`src/rtl/irqv_pkg.sv`:
```
// Package: shared helpers for the five-source vectored interrupt controller.
// Assumes source index order equals priority order (index 0 highest).
package irqv_pkg;

    // Bit position in the enable register for a source in priority order:
    // the top-priority source sits above all the others.
    function automatic int unsigned reg_pos(input int unsigned idx, input int unsigned nsrc);
        return (idx == 0) ? (nsrc - 1) : (idx - 1);
    endfunction

endpackage

```
`src/rtl/irqv_pick.sv`:
```
// Module: first-one finder in priority order (index 0 highest).
// Purely combinational; assumes N >= 1.
module irqv_pick #(
    parameter int unsigned N  = 5,
    localparam int unsigned IW = (N > 1) ? $clog2(N) : 1
) (
    input  logic [N-1:0]  cand_i,
    output logic [N-1:0]  first_oh_o,
    output logic [IW-1:0] first_idx_o,
    output logic          any_o
);
    logic [N:0] seen;

    assign seen[0] = 1'b0;

    for (genvar i = 0; i < N; i++) begin : g_chain
        assign seen[i+1]     = seen[i] | cand_i[i];
        assign first_oh_o[i] = cand_i[i] & ~seen[i];
    end

    assign any_o = seen[N];

    // Encode the one-hot winner into an index.
    always_comb begin
        first_idx_o = '0;
        for (int i = 0; i < N; i++) begin
            if (first_oh_o[i]) first_idx_o = IW'(i);
        end
    end
endmodule

```
`src/rtl/irqv_req_track.sv`:
```
// Module: per-source request register driven by input level transitions.
// Assumes request inputs are synchronous to clk. Clears from an acknowledge
// or from the enable-arm event override a same-edge input rise.
module irqv_req_track #(
    parameter int unsigned N = 5
) (
    input  logic         clk,
    input  logic         rst_n,
    input  logic [N-1:0] lvl_i,
    input  logic [N-1:0] ack_clr_i,
    input  logic [N-1:0] arm_clr_i,
    output logic [N-1:0] req_q_o,
    output logic [N-1:0] req_nx_o
);
    logic [N-1:0] prev_q;

    for (genvar i = 0; i < N; i++) begin : g_src
        // Next request: clears win, then rise sets, fall clears, else hold.
        always_comb begin
            if (ack_clr_i[i] || arm_clr_i[i])  req_nx_o[i] = 1'b0;
            else if (lvl_i[i] && !prev_q[i])   req_nx_o[i] = 1'b1;
            else if (!lvl_i[i] && prev_q[i])   req_nx_o[i] = 1'b0;
            else                               req_nx_o[i] = req_q_o[i];
        end

        // Hold the sampled level and the request bit.
        always_ff @(posedge clk) begin
            if (!rst_n) begin
                prev_q[i]  <= 1'b0;
                req_q_o[i] <= 1'b0;
            end else begin
                prev_q[i]  <= lvl_i[i];
                req_q_o[i] <= req_nx_o[i];
            end
        end
    end
endmodule

```
`src/rtl/irqv_svc_track.sv`:
```
// Module: in-service register. A retire pulse clears the given one-hot bit
// (taken from the pre-edge state) and an acknowledge sets the granted bit.
module irqv_svc_track #(
    parameter int unsigned N = 5
) (
    input  logic         clk,
    input  logic         rst_n,
    input  logic         ack_i,
    input  logic [N-1:0] grant_oh_i,
    input  logic         eoi_i,
    input  logic [N-1:0] retire_oh_i,
    output logic [N-1:0] isv_q_o,
    output logic [N-1:0] isv_nx_o
);
    // Next in-service set: retire first, then add the new grant.
    always_comb begin
        isv_nx_o = isv_q_o;
        if (eoi_i) isv_nx_o = isv_nx_o & ~retire_oh_i;
        if (ack_i) isv_nx_o = isv_nx_o | grant_oh_i;
    end

    // Hold the in-service bits.
    always_ff @(posedge clk) begin
        if (!rst_n) isv_q_o <= '0;
        else        isv_q_o <= isv_nx_o;
    end
endmodule

```
`src/rtl/irq_vec5_ctrl.sv`:
```
// Module: five-source vectored interrupt controller (top).
// Holds the enable register, resolves fixed priority combinationally so the
// vector is valid throughout the acknowledge cycle, and registers the
// interrupt line from the next-state qualify set. Assumes all inputs are
// synchronous to clk and that ack_i / eoi_i are single-cycle pulses.
module irq_vec5_ctrl #(
    parameter int unsigned NSRC     = 5,
    parameter int unsigned MASK_W   = 8,
    parameter int unsigned ARM_BIT  = 7,
    parameter int unsigned VEC_W    = 8,
    parameter int unsigned VEC_BASE = 'hF0,
    parameter int unsigned VEC_STEP = 2,
    parameter int unsigned VEC_NONE = 'hFF
) (
    input  logic              clk,
    input  logic              rst_n,
    input  logic [NSRC-1:0]   src_req_i,
    input  logic              mask_wr_i,
    input  logic [MASK_W-1:0] mask_data_i,
    input  logic              ack_i,
    input  logic              eoi_i,
    output logic              irq_o,
    output logic [VEC_W-1:0]  vector_o
);
    localparam int unsigned IW = (NSRC > 1) ? $clog2(NSRC) : 1;

    logic [MASK_W-1:0] mask_q, mask_nx;
    logic [NSRC-1:0]   en_q, en_nx;
    logic [NSRC-1:0]   req_q, req_nx, isv_q, isv_nx;
    logic [NSRC-1:0]   qual, grant_oh, retire_oh, ack_clr, arm_clr;
    logic [IW-1:0]     grant_idx, retire_idx;
    logic              grant_any, retire_any, arm_rise;

    // Enable register next value.
    assign mask_nx = mask_wr_i ? mask_data_i : mask_q;

    // Hold the enable register.
    always_ff @(posedge clk) begin
        if (!rst_n) mask_q <= '0;
        else        mask_q <= mask_nx;
    end

    // Remap enable bits from register layout into priority order.
    for (genvar i = 0; i < NSRC; i++) begin : g_remap
        assign en_q[i]  = mask_q[irqv_pkg::reg_pos(i, NSRC)];
        assign en_nx[i] = mask_nx[irqv_pkg::reg_pos(i, NSRC)];
    end

    assign qual     = req_q & en_q & ~isv_q;
    assign arm_rise = mask_wr_i & mask_data_i[ARM_BIT] & ~mask_q[ARM_BIT];
    assign ack_clr  = ack_i ? grant_oh : '0;
    assign arm_clr  = {{(NSRC-1){1'b0}}, arm_rise};

    irqv_pick #(.N(NSRC)) u_grant (
        .cand_i      (qual),
        .first_oh_o  (grant_oh),
        .first_idx_o (grant_idx),
        .any_o       (grant_any)
    );

    irqv_pick #(.N(NSRC)) u_retire (
        .cand_i      (isv_q),
        .first_oh_o  (retire_oh),
        .first_idx_o (retire_idx),
        .any_o       (retire_any)
    );

    irqv_req_track #(.N(NSRC)) u_req (
        .clk       (clk),
        .rst_n     (rst_n),
        .lvl_i     (src_req_i),
        .ack_clr_i (ack_clr),
        .arm_clr_i (arm_clr),
        .req_q_o   (req_q),
        .req_nx_o  (req_nx)
    );

    irqv_svc_track #(.N(NSRC)) u_svc (
        .clk         (clk),
        .rst_n       (rst_n),
        .ack_i       (ack_i),
        .grant_oh_i  (grant_oh),
        .eoi_i       (eoi_i & retire_any),
        .retire_oh_i (retire_oh),
        .isv_q_o     (isv_q),
        .isv_nx_o    (isv_nx)
    );

    // Vector of the current winner, or the no-source code.
    always_comb begin
        if (grant_any) vector_o = VEC_W'(VEC_BASE + VEC_STEP * 32'(grant_idx));
        else           vector_o = VEC_W'(VEC_NONE);
    end

    // Register the interrupt line from the state being loaded this edge.
    always_ff @(posedge clk) begin
        if (!rst_n) irq_o <= 1'b0;
        else        irq_o <= |(req_nx & en_nx & ~isv_nx);
    end

    logic unused_ok;
    assign unused_ok = ^retire_idx;
endmodule

```
`config.mk`:
```
export PLATFORM = sky130hd
export DESIGN_NAME = irq_vec5_ctrl
export DESIGN_NICKNAME = d
export VERILOG_FILES = /design/src/rtl/irqv_pkg.sv /design/src/rtl/irqv_pick.sv /design/src/rtl/irqv_req_track.sv /design/src/rtl/irqv_svc_track.sv /design/src/rtl/irq_vec5_ctrl.sv
export SDC_FILE = /design/constraint.sdc
export NUM_CORES = 1
export LEC_CHECK = 0
export ABC_AREA = 0
export CAP_MARGIN = 15
export CORE_UTILIZATION = 60
export CTS_BUF_LIST = sky130_fd_sc_hd__clkbuf_4
export CTS_CLUSTER_DIAMETER = 60
export CTS_CLUSTER_SIZE = 12
export DETAILED_ROUTE_END_ITERATION = 6
export DONT_BUFFER_PORTS = 1
export PLACE_DENSITY = 0.76
export SETUP_SLACK_MARGIN = 0.2
export SLEW_MARGIN = 15
export SYNTH_ARGS = -nofsm -noshare
export SYNTH_HDL_FRONTEND = slang
export SYNTH_SLANG_ARGS = --single-unit
```
`constraint.sdc`:
```
create_clock -name clk -period 2.45 [get_ports clk]
set_input_delay 0.49 -clock clk [delete_from_list [all_inputs] [get_ports clk]]
set_output_delay 0.49 -clock clk [all_outputs]
set_load 0.1 [all_outputs]
```
==> out/metrics.sh <==
GRT_ANTENNA_BEFORE_REPAIR=0
GRT_UTIL_MET3_PCT=5.11
CLKTRANSATPATHREGS_PS=120
FILL_CELLS=122
FINAL_HOLD_VIOL_COUNT=0
REG2REGPATHDEPTH=5
FINAL.PERIOD_UTILIZATION_PCT=86.1
DIE-HEIGHT_UM=43.1
COUNT_OF_INSERTED_ANTENNA_DIODE_CELLS=0
MAX-CAP-VIOLATIONS=0
ROOT_BUFFER='sky130_fd_sc_hd__clkbuf_4'
LEAKAGE_nW=0.451
GRT_SETUP_UNREPAIRED='false'
OVERALL_DIE_WIDTH_UM=43.1
AVGROUTEDWIREPERCELL_UM=13.7
YOSYS_MOST_USED_DFF='sky130_fd_sc_hd__dfxtp_1'
SYNTH_SEQUENTIAL_AREA_RATIO_PCT=43.4
CORE_REGION_AREA_UM2=1540
NUMBER_OF_SYNTHESIS_WARNINGS=0
FMAX_GHz=0.474
HOLDCRITPATHCLASS='in2reg'
NETLIST_INSTANCES=105
NETS=128
SYNTH.DISTINCT_CELLS=33
BUFFER_PORTS.INSERTED=0
GR-USAGE-ALL-LAYERS_PCT=20.6
CRITICAL_PATH.ENDPOINT_TYPE='output port'
POST_DRT_VIA_CELL_RATIO=5.74
WORSTHOLDENDPOINT='u_req.prev_q[3]'
OUTCOME='finished, final reports clean'
SYNTH-SEQ-CELLS=22
DETAILEDROUTE.FIRSTPASSITERATIONCOUNT=4
SETUP.WORST_PATH.CLASS='reg2out'
CLOCK_PERIOD_MINUS_FINAL_WORST_SETUP_SLACK_PS=2110
WORST-PATH-MAX-FANOUT=6
SETUP-TNS-FINAL_PS=0
CP_DATA_ARRIVAL_TIME_PS=1620
YS_TOP_CELLS_BY_AREA='sky130_fd_sc_hd__dfxtp_1, sky130_fd_sc_hd__maj3_1, sky130_fd_sc_hd__mux2i_1, sky130_fd_sc_hd__a21boi_0, sky130_fd_sc_hd__buf_4'
DRT.ANTENNA.VIOLATING_NETS=0
HOLD_PATH.STARTPOINT='src_req_i[3]'
POSTROUTEWIRELENGTH_UM=1710
SYNTHMOSTINSTANTIATEDCELL='sky130_fd_sc_hd__dfxtp_1'
WORST_HOLD_PATH_CELLS=1
SYNTH.LARGEST_AREA_CELL='sky130_fd_sc_hd__dfxtp_1'
AREA_DELTA_SYNTH_FINAL_PCT=7.15
CP-START-KIND='register'
LATEST_CLOCK_ARRIVAL_WITHIN_THE_WORST_SKEW_PAIR_PS=300
R2R-START='u_svc.isv_q_o[3]'
POSTCTSSETUPREPAIRBUFS=0
GRT_FIRST_PASS_WIRELENGTH_UM=2850
COUNT_OF_FLIP_FLOPS_WITH_A_BUILT_IN_ENABLE_AFTER_SYNTHESIS=0
REGISTER_AREA_UM2=440
DRCVIOLATIONCOUNT=0
MULTIINPUTGATEAREA_UM2=528
CTS-HTREE-LEVELS=1
SYNTH_TOP_CELLS_BY_COUNT='sky130_fd_sc_hd__dfxtp_1, sky130_fd_sc_hd__inv_1'
MET2_TRACK_DEMAND_OVER_RESOURCE_IN_GLOBAL_ROUTING_PCT=34.3
CTS_MADE_BUFFERS=3
POWER.DENSITY_nW_PER_UM2=661
CRITICAL_PATH_REQUIRED_PS=1960
GRT_START_MAX_NET_PINS=22
DETAILEDPLACEMENTHPWL_UM=1280
LAYOUT_UTILIZATION_PCT=70.5
LAYOUT-DRIVE-GT1-SHARE_PCT=16.5
PLACE_CONGESTION=0.710
CTS_MAX_PATH_BUFFERS=2
DIE_AREA_UM2=1860
MAPPEDNETLISTAREA_UM2=1010
FIRST_GLOBAL_VIAS=694
SYN_AREA_PER_CELL_UM2=9.66
STD_CELL_ROWS=14
FINAL_GLOBAL_ROUTE_OVERFLOW_TOTAL=0
TIMING.RR.END='irq_o'
START_UTIL_PCT=65.8
CLOCK-SKEW-FINAL_PS=5.91
GLOBAL_ROUTE.PEAK_USAGE_LAYER='met2'
CTS_TREE='built'
PEAK_IR_DROP_ON_THE_VDD_NETWORK_mV=0.598
NUM_VIAS=718
GROUTE.LAYER.MET1.USAGE_PCT=24.8
SYNTHARSTFLOPSHARE_PCT=0
IO-PIN-COUNT=27
WORST-R2R-SETUP-SLACK_PS=1050
YOSYS.AREA.TOP_TYPE_SHARE_PCT=43.4
TIMING.FINAL.SETUP_VIOLATIONS=0
FINAL_MAX_SLEW_VIOL_COUNT=0
NUMCLOCKSINKS=22
NUMBER_OF_DRC_VIOLATIONS_AFTER_DETAILED_ROUTING_ITERATION_0=6
routing by layer:
layer  part of all wire (%)  up-vias
li1                       -      366
met1                     47      323
met2                     46       25
met3                    6.1        4
met4                    1.2        0
met5                      0        -
timing repair:
item                                    in CTS  in global routing
endpoints found under the setup margin       0                  2
resized for setup                            0                  1
hold buffers                                 0                  0
layout by cell type (no fill, tap or decap), drive strengths merged, types with 2 or more instances in the layout:
master,n
nand4,3
o21ai,2
conb,4
nand3,5
nand2,5
inv,6
nor2b,5
mux2i,5
dfxtp,22
nand3b,2
nor3,2
and2b,2
and3b,4
nand4b,2
a21boi,6
maj3,5
and3,5
nor2,2
and2,5
buf,5
nand2b,2
clkbuf,3
area by class of cell:
class,instances,area share [%]
Sequential cell,22,40.5
Multi-Input combinational cell,72,48.6
Timing Repair Buffer,5,4.60
Clock inverter,1,0.345
Inverter,6,2.07
Tap cell,16,1.84
Clock buffer,3,2.07
report_power, final:
group          switching [mW]  total (mW)  internal (mW)  leakage (nW)
combinational           0.119       0.167         0.0484         0.254
clock                   0.104       0.163         0.0594        0.0154
sequential             0.0106       0.388          0.378         0.182
logic make-up after synthesis:
logic type | share of synthesized area [%]
AOI/OAI and AO/OA | 10.2
adders and majority gates | 4.93
buffers and inverters | 7.77
DFF | 43.4
muxes | 4.93
other | 0.370
and+or+nand+nor | 28.4
critical path: stages (launching register included):
cell and delay (ps):
sky130_fd_sc_hd__dfxtp_1 370, sky130_fd_sc_hd__and3b_1 250, sky130_fd_sc_hd__nor2_1 140, sky130_fd_sc_hd__nand2_1 120
sky130_fd_sc_hd__nor2_4 100, sky130_fd_sc_hd__o21a_2 160, sky130_fd_sc_hd__buf_12 170
worst max-delay path by stage:
| stage | from | to | cells past startpoint |
|---|---|---|---|
| global placement | u_svc.isv_q_o[3] | vector_o[1] | 4 |
| finish | u_svc.isv_q_o[1] | vector_o[0] | 6 |
| CTS | u_svc.isv_q_o[3] | vector_o[1] | 4 |
| global route | u_svc.isv_q_o[1] | vector_o[0] | 6 |
| floorplan | u_svc.isv_q_o[1] | vector_o[0] | 6 |
| detailed placement | u_svc.isv_q_o[3] | vector_o[1] | 4 |
sequential cells by signal (all words and copies together), names as in the netlist:
register / count
irq_o: 1
mask_q: 6
u_svc.isv_q_o: 5
u_req.req_q_o: 5
u_req.prev_q: 5
metrics by stage:
step / area [um^2] / hold slack [ps] / setup WS [ps] / cells / total power [mW]
floorplan: 1040 / 469 / 40.4 / 108 / 0.546
global placement: 1060 / 484 / 638 / 121 / 0.561
detailed placement: 1060 / 497 / 610 / 121 / 0.564
CTS: 1080 / 295 / 259 / 125 / 0.723
global route: 1090 / 293 / 213 / 125 / 0.744
finish: 1090 / 298 / 340 / 125 / 0.718
Note: power is estimated with default switching activity, not from simulation.
